$ cat src/rtl/spad_pkg.sv
package spad_pkg;
  localparam int BYTE_W      = 8;
  localparam int TEMP_W      = 16;
  localparam int LOW_BITS    = 3;
  localparam int SLICE_LSB   = 4;
  localparam logic [7:0] RSV5_VAL = 8'hFF;
  localparam logic [7:0] RSV6_VAL = 8'h0C;
  localparam logic [7:0] RSV7_VAL = 8'h10;
  localparam logic [7:0] OPEN_VAL = 8'h00;

  typedef enum logic [3:0] {
    A_TLO = 4'd0, A_THI = 4'd1, A_UPPER = 4'd2, A_LOWER = 4'd3,
    A_CFG = 4'd4, A_RSV5 = 4'd5, A_RSV6 = 4'd6, A_RSV7 = 4'd7,
    A_CHK = 4'd8
  } spad_addr_e;

  function automatic logic [7:0] cfg_image(input logic [1:0] res);
    return {1'b1, res, 5'b11111};
  endfunction
endpackage

$ cat src/rtl/spad_cfg_store.sv
module spad_cfg_store #(
  parameter int ADDR_W = 4,
  parameter logic [7:0] UPPER_INIT = 8'h4B,
  parameter logic [7:0] LOWER_INIT = 8'h05,
  parameter logic [1:0] RES_INIT = 2'b11
) (
  input  logic              clk,
  input  logic              rst,
  input  logic              wr_en,
  input  logic [ADDR_W-1:0] wr_addr,
  input  logic [7:0]        wr_data,
  input  logic              copy_req,
  input  logic              recall_req,
  output logic [7:0]        upper_q,
  output logic [7:0]        lower_q,
  output logic [1:0]        res_q
);
  import spad_pkg::*;

  logic [7:0] sh_upper, sh_lower;
  logic [1:0] sh_res;

  always_ff @(posedge clk) begin
    if (rst) begin
      sh_upper <= UPPER_INIT;
      sh_lower <= LOWER_INIT;
      sh_res   <= RES_INIT;
    end else if (copy_req) begin
      sh_upper <= upper_q;
      sh_lower <= lower_q;
      sh_res   <= res_q;
    end
  end

  always_ff @(posedge clk) begin
    if (rst) begin
      upper_q <= UPPER_INIT;
      lower_q <= LOWER_INIT;
      res_q   <= RES_INIT;
    end else if (recall_req) begin
      upper_q <= sh_upper;
      lower_q <= sh_lower;
      res_q   <= sh_res;
    end else if (wr_en) begin
      case (wr_addr)
        ADDR_W'(A_UPPER): upper_q <= wr_data;
        ADDR_W'(A_LOWER): lower_q <= wr_data;
        ADDR_W'(A_CFG):   res_q   <= wr_data[6:5];
        default: ;
      endcase
    end
  end

  AST_CFG_HOLD: assert property (@(posedge clk) disable iff (rst)
    (!recall_req && !(wr_en && (wr_addr == ADDR_W'(A_UPPER) || wr_addr == ADDR_W'(A_LOWER) || wr_addr == ADDR_W'(A_CFG))))
    |=> ($stable(upper_q) && $stable(lower_q) && $stable(res_q)));
  AST_RECALL_WINS: assert property (@(posedge clk) disable iff (rst)
    (recall_req && wr_en) |=> (upper_q == $past(sh_upper) && res_q == $past(sh_res)));
endmodule

$ cat src/rtl/spad_temp_capture.sv
module spad_temp_capture #(
  parameter int TEMP_W = 16,
  parameter logic [TEMP_W-1:0] TEMP_INIT = 16'h0550
) (
  input  logic              clk,
  input  logic              rst,
  input  logic              conv_valid,
  input  logic [TEMP_W-1:0] conv_temp,
  input  logic [1:0]        res,
  input  logic [7:0]        upper,
  input  logic [7:0]        lower,
  output logic [TEMP_W-1:0] temp_q,
  output logic              alarm_q
);
  import spad_pkg::*;

  logic [TEMP_W-1:0] keep_mask;
  logic signed [7:0] slice;
  logic              hit;

  // bit i of the result survives when res >= LOW_BITS - i
  for (genvar i = 0; i < TEMP_W; i++) begin : g_mask
    if (i < LOW_BITS) begin : g_low
      assign keep_mask[i] = ({1'b0, res} >= 3'(LOW_BITS - i));
    end else begin : g_high
      assign keep_mask[i] = 1'b1;
    end
  end

  assign slice = $signed(conv_temp[SLICE_LSB +: 8]);
  assign hit   = (slice > $signed(upper)) || (slice < $signed(lower));

  always_ff @(posedge clk) begin
    if (rst) begin
      temp_q  <= TEMP_INIT;
      alarm_q <= 1'b0;
    end else if (conv_valid) begin
      temp_q  <= conv_temp & keep_mask;
      alarm_q <= hit;
    end
  end

  AST_HOLD_IDLE: assert property (@(posedge clk) disable iff (rst)
    !conv_valid |=> ($stable(alarm_q) && $stable(temp_q)));
  AST_EQ_QUIET: assert property (@(posedge clk) disable iff (rst)
    (conv_valid && $signed(conv_temp[11:4]) == $signed(upper) && $signed(conv_temp[11:4]) >= $signed(lower))
    |=> !alarm_q);
  AST_ABOVE_ALARM: assert property (@(posedge clk) disable iff (rst)
    (conv_valid && $signed(conv_temp[11:4]) > $signed(upper)) |=> alarm_q);
  AST_MASK9: assert property (@(posedge clk) disable iff (rst)
    (conv_valid && res == 2'b00) |=> (temp_q[2:0] == 3'b000));
endmodule

$ cat src/rtl/sensor_scratchpad.sv
module sensor_scratchpad #(
  parameter int ADDR_W = 4,
  parameter logic [7:0] UPPER_INIT = 8'h4B,
  parameter logic [7:0] LOWER_INIT = 8'h05,
  parameter logic [1:0] RES_INIT = 2'b11,
  parameter logic [15:0] TEMP_INIT = 16'h0550
) (
  input  logic              clk,
  input  logic              rst,
  input  logic              wr_en,
  input  logic [ADDR_W-1:0] wr_addr,
  input  logic [7:0]        wr_data,
  input  logic [ADDR_W-1:0] rd_addr,
  output logic [7:0]        rd_data,
  input  logic [7:0]        crc_in,
  input  logic              conv_valid,
  input  logic [15:0]       conv_temp,
  input  logic              copy_req,
  input  logic              recall_req,
  output logic [1:0]        res_bits,
  output logic [1:0]        conv_time_sel,
  output logic              alarm
);
  import spad_pkg::*;

  logic [7:0]  upper_q, lower_q;
  logic [1:0]  res_q;
  logic [15:0] temp_q;
  logic [7:0]  rd_next;

  spad_cfg_store #(
    .ADDR_W(ADDR_W), .UPPER_INIT(UPPER_INIT),
    .LOWER_INIT(LOWER_INIT), .RES_INIT(RES_INIT)
  ) cfg_i (
    .clk(clk), .rst(rst), .wr_en(wr_en), .wr_addr(wr_addr), .wr_data(wr_data),
    .copy_req(copy_req), .recall_req(recall_req),
    .upper_q(upper_q), .lower_q(lower_q), .res_q(res_q)
  );

  spad_temp_capture #(.TEMP_W(16), .TEMP_INIT(TEMP_INIT)) cap_i (
    .clk(clk), .rst(rst), .conv_valid(conv_valid), .conv_temp(conv_temp),
    .res(res_q), .upper(upper_q), .lower(lower_q),
    .temp_q(temp_q), .alarm_q(alarm)
  );

  assign res_bits      = res_q;
  assign conv_time_sel = ~res_q;

  always_comb begin
    case (rd_addr)
      ADDR_W'(A_TLO):   rd_next = temp_q[7:0];
      ADDR_W'(A_THI):   rd_next = temp_q[15:8];
      ADDR_W'(A_UPPER): rd_next = upper_q;
      ADDR_W'(A_LOWER): rd_next = lower_q;
      ADDR_W'(A_CFG):   rd_next = cfg_image(res_q);
      ADDR_W'(A_RSV5):  rd_next = RSV5_VAL;
      ADDR_W'(A_RSV6):  rd_next = RSV6_VAL;
      ADDR_W'(A_RSV7):  rd_next = RSV7_VAL;
      ADDR_W'(A_CHK):   rd_next = crc_in;
      default:          rd_next = OPEN_VAL;
    endcase
  end

  always_ff @(posedge clk) begin
    if (rst) rd_data <= OPEN_VAL;
    else     rd_data <= rd_next;
  end

  AST_RSV5_FIXED: assert property (@(posedge clk) disable iff (rst)
    (rd_addr == ADDR_W'(5)) |=> (rd_data == 8'hFF));
  AST_CHK_PASS: assert property (@(posedge clk) disable iff (rst)
    (rd_addr == ADDR_W'(8)) |=> (rd_data == $past(crc_in)));
  AST_CFG_ONES: assert property (@(posedge clk) disable iff (rst)
    (rd_addr == ADDR_W'(4)) |=> (rd_data[7] && rd_data[4:0] == 5'b11111));
endmodule

$ cat config.mk
export PLATFORM = sky130hd
export DESIGN_NAME = sensor_scratchpad
export DESIGN_NICKNAME = d
export VERILOG_FILES = /design/src/rtl/spad_pkg.sv /design/src/rtl/spad_cfg_store.sv /design/src/rtl/spad_temp_capture.sv /design/src/rtl/sensor_scratchpad.sv
export SDC_FILE = /design/constraint.sdc
export NUM_CORES = 1
export LEC_CHECK = 0
export CORE_UTILIZATION = 56
export DETAILED_ROUTE_END_ITERATION = 6
export PLACE_DENSITY_LB_ADDON = 0.08
export SYNTH_ARGS = -nofsm -noshare
export SYNTH_HDL_FRONTEND = slang
export SYNTH_SLANG_ARGS = --single-unit
export TNS_END_PERCENT = 5
$ cat constraint.sdc
create_clock -name clk -period 4.27 [get_ports clk]
set_input_delay 1.281 -clock clk [delete_from_list [all_inputs] [get_ports clk]]
set_output_delay 1.281 -clock clk [all_outputs]
set_load 0.02 [all_outputs]
==> results.yml, run 1 <==
outcome:
  status: "completed"
sta:
  setup_violations: 0
  worstMarginPinSlew_ps: 1130
  fmax_mhz: 340
  setup_tns_ps: 0
  fin_crit_ps: 2940
  slew_headroom: 0.244
  finalHoldViolCount: 0
  finalWorstSetupSlack_ps: 1330
  fin_crit_sh: 0.689
  maxSlewViolCount: 0
  rsz0062_at_grt: "false"
  fin_skew_ps: 8.55
power_and_ir_drop:
  power.share.clock: 0.400
  power_leakage_nw: 1.54
  peakVddDrop_uv: 252
  seqPwrFrac: 0.441
  swShare: 0.260
  p_sw_w: 0.000367
  internal_power_w: 0.00104
  cellPowerDensity_nw_per_um2: 362
  pwr-share-comb: 0.159
setup_path:
  path_cells: "clkdlybuf4s50_1, mux4_2, a21oi_1, a21oi_1"
  rr_worst_depth: 7
  rrSetupSlack_ps: 2640
  r2r-end: "cap_i.alarm_q"
  arrival_ps: 3150
  worst_setup_path_start_kind: "primary input"
  cp_max_fo: 19
  timing.rr.start: "cfg_i.upper_q[5]"
  critical_path.endpoint_type: "flip-flop"
  crit_type: "primary input to flip-flop"
  crit_slowest_cell: "clkdlybuf4s50_1"
  crit_top_cell: "a21oi_1"
  cp.required_ps: 4480
  slowest_delay_ps: 1030
worst_hold_path:
  hold_end: "cap_i.temp_q[1]"
  hold_path_depth: 2
  holdCritPathClass: "flip-flop to flip-flop"
  min-delay-start: "cap_i.temp_q[1]"
clocking:
  clockBufferDepth: 2
  clkLatencyLatePin_ps: 340
  cts_hold_repair.buffers: 0
  ctsResizeCount: 0
  cts_tree: "done"
  cts_setup_buffers: 0
  clk_pin_slew_worst_paths_ps: 60
  cts_htree_levels: 3
  cts_made_buffers: 9
  cts-root-buf: "clkbuf_8"
  cts_num_sinks: 61
placed_design:
  dp_slack_ps: 981
  dp_hpwl_mm: 5.27
  io_buffer_count: 58
  place.gp.congestion: 0.898
global_routing:
  grt_antenna_before_repair: 0
  grt_pass1_wl_mm: 11.8
  grt_pass1_vias: 2434
  grt.overflow.total: 0
  grt_max_degree: 49
  track_usage: 0.259
logic_synthesis:
  ys_ff_latch: 61
  ys_seq_area_frac: 0.392
  syn_nets: 402
  synth_cell_types: 45
  yosysWarnings: 0
  syn-cell-area_um2: 3110
  syn-mean-instance-area_um2: 9.13
  synthCells: 341
floorplan:
  initial_core_util: 0.595
  ios: 59
  rows: 26
  fp.coreArea_um2: 5240
  fp.dieW_um: 76.6
  dieHeight_um: 76.6
  die_area_um2: 5860
cells_and_area:
  final_nets: 453
  antenna_cells: 0
  areaGrowthSynthToFinish_pct: 25.1
  final_layout_size_suffix_gt1_frac: 0.0856
detailed_routing:
  drc_errors: 0
  initialDrtViolationCount: 170
  vias_per_cell: 5.63
  vias: 2630
  drt_pre_antenna_iters: 5
  totalWireLength_mm: 7.28
  wire_per_inst_um: 15.6
  ant_nets: 0
flow_run:
  drv_cap: 0
## flip-flops by register name (all words and copies together), names as in the netlist
signal	count
cfg_i.upper_q	8
cfg_i.sh_res	2
rd_data	8
cfg_i.sh_lower	8
cfg_i.res_q	2
cap_i.alarm_q	1
cap_i.temp_q	16
cfg_i.sh_upper	8
cfg_i.lower_q	8
## synthesized netlist by cell type (all sizes together)
master / instances / area [µm²]
a211o: 13 / 114
a211oi: 10 / 80.1
a21o: 1 / 7.51
a21oi: 41 / 220
a221oi: 1 / 8.76
a22oi: 11 / 82.6
a31oi: 1 / 6.26
a32oi: 1 / 8.76
and3: 1 / 6.26
and4bb: 1 / 16.3
buf: 13 / 92.6
clkbuf: 8 / 30.0
dfxtp: 61 / 1220
ha: 15 / 188
inv: 23 / 86.3
mux2: 2 / 22.5
mux2i: 22 / 220
mux4: 5 / 113
nand2: 15 / 56.3
nand2b: 5 / 31.3
nand3: 3 / 15.0
nand3b: 1 / 7.51
nand4: 3 / 18.8
nor2: 39 / 156
nor2b: 19 / 119
nor3: 1 / 5.00
nor3b: 3 / 33.8
nor4b: 1 / 15.0
o211ai: 2 / 15.0
o21ai: 6 / 30.0
o21bai: 1 / 7.51
o22ai: 2 / 12.5
o31ai: 2 / 15.0
or2: 6 / 37.5
or3: 1 / 6.26
or3b: 1 / 8.76
## worst max path at each step
stage | start | end | slack (ps) | depth (start not counted)
final | rd_addr[0] | rd_data[3] | 1330 | 4
after CTS | rd_addr[0] | rd_data[3] | 1330 | 4
after floorplan | conv_temp[11] | cap_i.alarm_q | 1940 | 5
after global placement | rd_addr[0] | rd_data[3] | 1000 | 4
after detailed placement | rd_addr[0] | rd_data[3] | 980 | 4
after global routing | rd_addr[0] | rd_data[3] | 1180 | 4
## per-stage QoR
stage	area, µm²	total power (W)	utilization	cells	hold slack, ps
floorplan	3110	0.000768	-	341	439
global route	3900	0.00146	0.744	467	486
detailed placement	3680	0.000857	0.703	451	456
finish	3900	0.00141	0.744	467	475
global placement	3680	0.000853	0.703	451	459
CTS	3900	0.00141	0.744	467	475
## power groups by stage
stage,sequential (W),combinational [W],clock [W]
after floorplan,0.000631,0.000136,0
after global placement,0.000633,0.000220,0
after detailed placement,0.000634,0.000223,0
after CTS,0.000621,0.000225,0.000568
after global routing,0.000625,0.000247,0.000591
final,0.000621,0.000224,0.000565
## kinds of logic (layout without fill, tap and decap cells)
group	Yosys count	count (layout)	synth area share
fa+ha+maj	15	15	0.0603
simple gates	100	100	0.171
compound gates	92	92	0.195
flops	61	61	0.392
mux	29	29	0.114
buf+inv	44	100	0.0671
## worst max-delay path: cells and delay by family
family          cells  cell delay (ps)
buf+inv             1             1030
mux                 1              590
compound gates      2              240
## cell usage in the layout, fill, tap and decap left out, types with 6 or more instances in the layout
cell	instances
a211o_1	13
a211oi_1	9
a21oi_1	39
a22oi_1	11
clkbuf_8	9
clkdlybuf4s50_1	58
dfxtp_1	61
ha_1	15
inv_1	23
mux2i_1	22
nand2_1	15
nor2_1	37
nor2b_1	19
o21ai_0	6
or2_1	6
## cell type report
| type | count | area, µm² |
|---|---|---|
| clock inverters | 6 | 86.3 |
| flip-flops and latches | 61 | 1220 |
| repair buffers | 61 | 603 |
| clock buffers | 10 | 128 |
| inverters | 23 | 86.3 |
| multi-input cells | 236 | 1680 |
| fillers | 409 | 1340 |
| well taps | 70 | 87.6 |
## routing by layer
metal  up-vias  GRT usage  wire (µm)
met4         0      0.123        125
met2        80      0.425       3500
li1       1310          -          -
met5         -          0          0
met1      1229      0.335       3330
met3        11     0.0383        318
Note: power is estimated with default switching activity, not from simulation.
==> run 2: changes to the inputs <==
--- a/config.mk
+++ b/config.mk
@@ -5,7 +5,7 @@
 export SDC_FILE = /design/constraint.sdc
 export NUM_CORES = 1
 export LEC_CHECK = 0
-export CORE_UTILIZATION = 56
+export CORE_UTILIZATION = 52
 export DETAILED_ROUTE_END_ITERATION = 6
 export PLACE_DENSITY_LB_ADDON = 0.08
 export SYNTH_ARGS = -nofsm -noshare
==> constraint.sdc (replaced) <==
create_clock -name clk -period 2.9 [get_ports clk]
set_input_delay 0.87 -clock clk [delete_from_list [all_inputs] [get_ports clk]]
set_output_delay 0.87 -clock clk [all_outputs]
set_load 0.02 [all_outputs]
==> run 2 against run 1 <==
  * Clock power increased by 24%
  * First-iteration DRC count shrank 38%
  * Total power increased by 39%
  * Worst hold slack improved by 3.2 ps
  * Register-to-register slack got worse by 1400 ps
  * Core utilization is 4.6 points lower
  * Global-route usage fell by 1.0 points
  * Non-clock buffer count increased by 7
  * Clock skew down 2.1 ps
  * Routed wire length increased by 1.1%
  * Critical path depth fell by 3
  * Critical path type is now flip-flop to output pin
  * Critical endpoint is now res_bits[1]
  * Setup slack got worse by 850 ps
==> results.yml, run 2 (synthesis gave the netlist of run 1 again) <==
setup_path:
  rrSetupSlack_ps: 1220
  crit_slowest_cell: "clkdlybuf4s50_1"
  cp.required_ps: 2030
  slowest_delay_ps: 680
  worst-path-buf-inv: 1
  crit_family: "buffers and inverters"
  critical_path.endpoint_type: "output pin"
  rr_worst_depth: 6
  crit_cells: 1
  worst_setup_path_start_kind: "flip-flop"
  cp_max_fo: 7
  arrival_ps: 1550
  path_cells: "clkdlybuf4s50_1"
  crit_type: "flip-flop to output pin"
detailed_routing:
  ant_nets: 0
  initialDrtViolationCount: 105
  drt_pre_antenna_iters: 5
  wire_per_inst_um: 15.5
  totalWireLength_mm: 7.35
  drc_errors: 0
  vias_per_cell: 5.63
  vias: 2673
sta:
  maxSlewViolCount: 0
  fin_crit_ps: 2420
  setup_violations: 0
  finalHoldViolCount: 0
  fin_crit_sh: 0.834
  fmax_mhz: 413
  slew_headroom: 0.680
  rsz0062_at_grt: "false"
  finalWorstSetupSlack_ps: 481
  fin_skew_ps: 6.45
  setup_tns_ps: 0
  worstMarginPinSlew_ps: 479
outcome:
  status: "completed"
cells_and_area:
  final_nets: 460
  areaGrowthSynthToFinish_pct: 26.4
  final_common_cell: "dfxtp_1"
  final_util: 0.697
  antenna_cells: 0
  layout_common_cells: "dfxtp_1 (61), clkdlybuf4s50_1 (58), a21oi_1 (39), nor2_1 (37), inv_1 (23)"
  top_register: "cap_i.temp_q"
  largest_reg_flops: 16
  final_layout_size_suffix_gt1_frac: 0.102
clocking:
  cts_num_sinks: 61
  clkLatencyLatePin_ps: 340
  clk_pin_slew_worst_paths_ps: 60
  cts_tree: "done"
  cts_htree_levels: 3
  cts_setup_buffers: 0
  ctsResizeCount: 0
  cts_hold_repair.buffers: 0
  cts_made_buffers: 9
  cts-root-buf: "clkbuf_8"
  clockBufferDepth: 2
floorplan:
  ios: 59
  initial_core_util: 0.552
  rows: 27
  fp.dieW_um: 79.4
  fp.coreArea_um2: 5640
  die_area_um2: 6300
  dieHeight_um: 79.4
placed_design:
  io_buffer_count: 58
  dp_slack_ps: 365
  dp_hpwl_mm: 5.40
  place.gp.congestion: 0.925
global_routing:
  grt_pass1_vias: 2482
  grt_pass1_wl_mm: 11.9
  grt_antenna_before_repair: 0
  track_usage: 0.249
  grt.overflow.total: 0
  grt_max_degree: 49
power_and_ir_drop:
  cellPowerDensity_nw_per_um2: 498
  peakVddDrop_uv: 330
  finalPower_w: 0.00196
  power_leakage_nw: 1.57
flow_run:
  drv_cap: 0
worst_hold_path:
  holdCritPathClass: "flip-flop to flip-flop"
  hold_path_depth: 2
run 2: power breakdown:
| group | switching (W) | total, W | leakage, nW | internal, W |
|---|---|---|---|---|
| logic | 0.000162 | 0.000340 | 0.975 | 0.000178 |
| registers | 0.0000345 | 0.000916 | 0.501 | 0.000882 |
| clock network | 0.000329 | 0.000703 | 0.0905 | 0.000374 |
| total | 0.000525 | 0.00196 | 1.57 | 0.00143 |
run 2: layout make-up:
| class | instances | area, µm² |
|---|---|---|
| fill | 460 | 1710 |
| clock buffer | 12 | 165 |
| timing repair buffer | 68 | 668 |
| inverter | 23 | 86.3 |
| clock inverter | 3 | 20.0 |
| sequential | 61 | 1220 |
| tap | 72 | 90.1 |
| multi-input combinational | 236 | 1680 |
run 2: worst paths after layout:
kind / from / end
worst min register to register: cap_i.temp_q[2] / cap_i.temp_q[2]
worst max-delay path: cfg_i.res_q[1] / res_bits[1]
worst max register to register: cfg_i.upper_q[7] / cap_i.alarm_q
worst min-delay path: cap_i.temp_q[2] / cap_i.temp_q[2]
run 2: tightest hold or removal path: stages, from the launching register on:
cell      delay, ps
dfxtp_1         310
nand2b_1         60
a21oi_1          50
run 2: metrics by stage:
step	std cells	hold WS (ps)	instance area [µm²]
2_1_floorplan	341	439	3110
3_3_place_gp	460	457	3750
3_5_place_dp	460	464	3750
4_1_cts	475	480	3940
5_1_grt	475	497	3940
6_report	475	479	3940
run 2: layer usage:
layer | track usage | vias to the layer above | wire (µm)
met1 | 0.313 | 1255 | 3390
met5 | 0 | - | 0
met4 | 0.124 | 0 | 199
met3 | 0.0503 | 15 | 335
met2 | 0.405 | 80 | 3430
li1 | - | 1323 | -
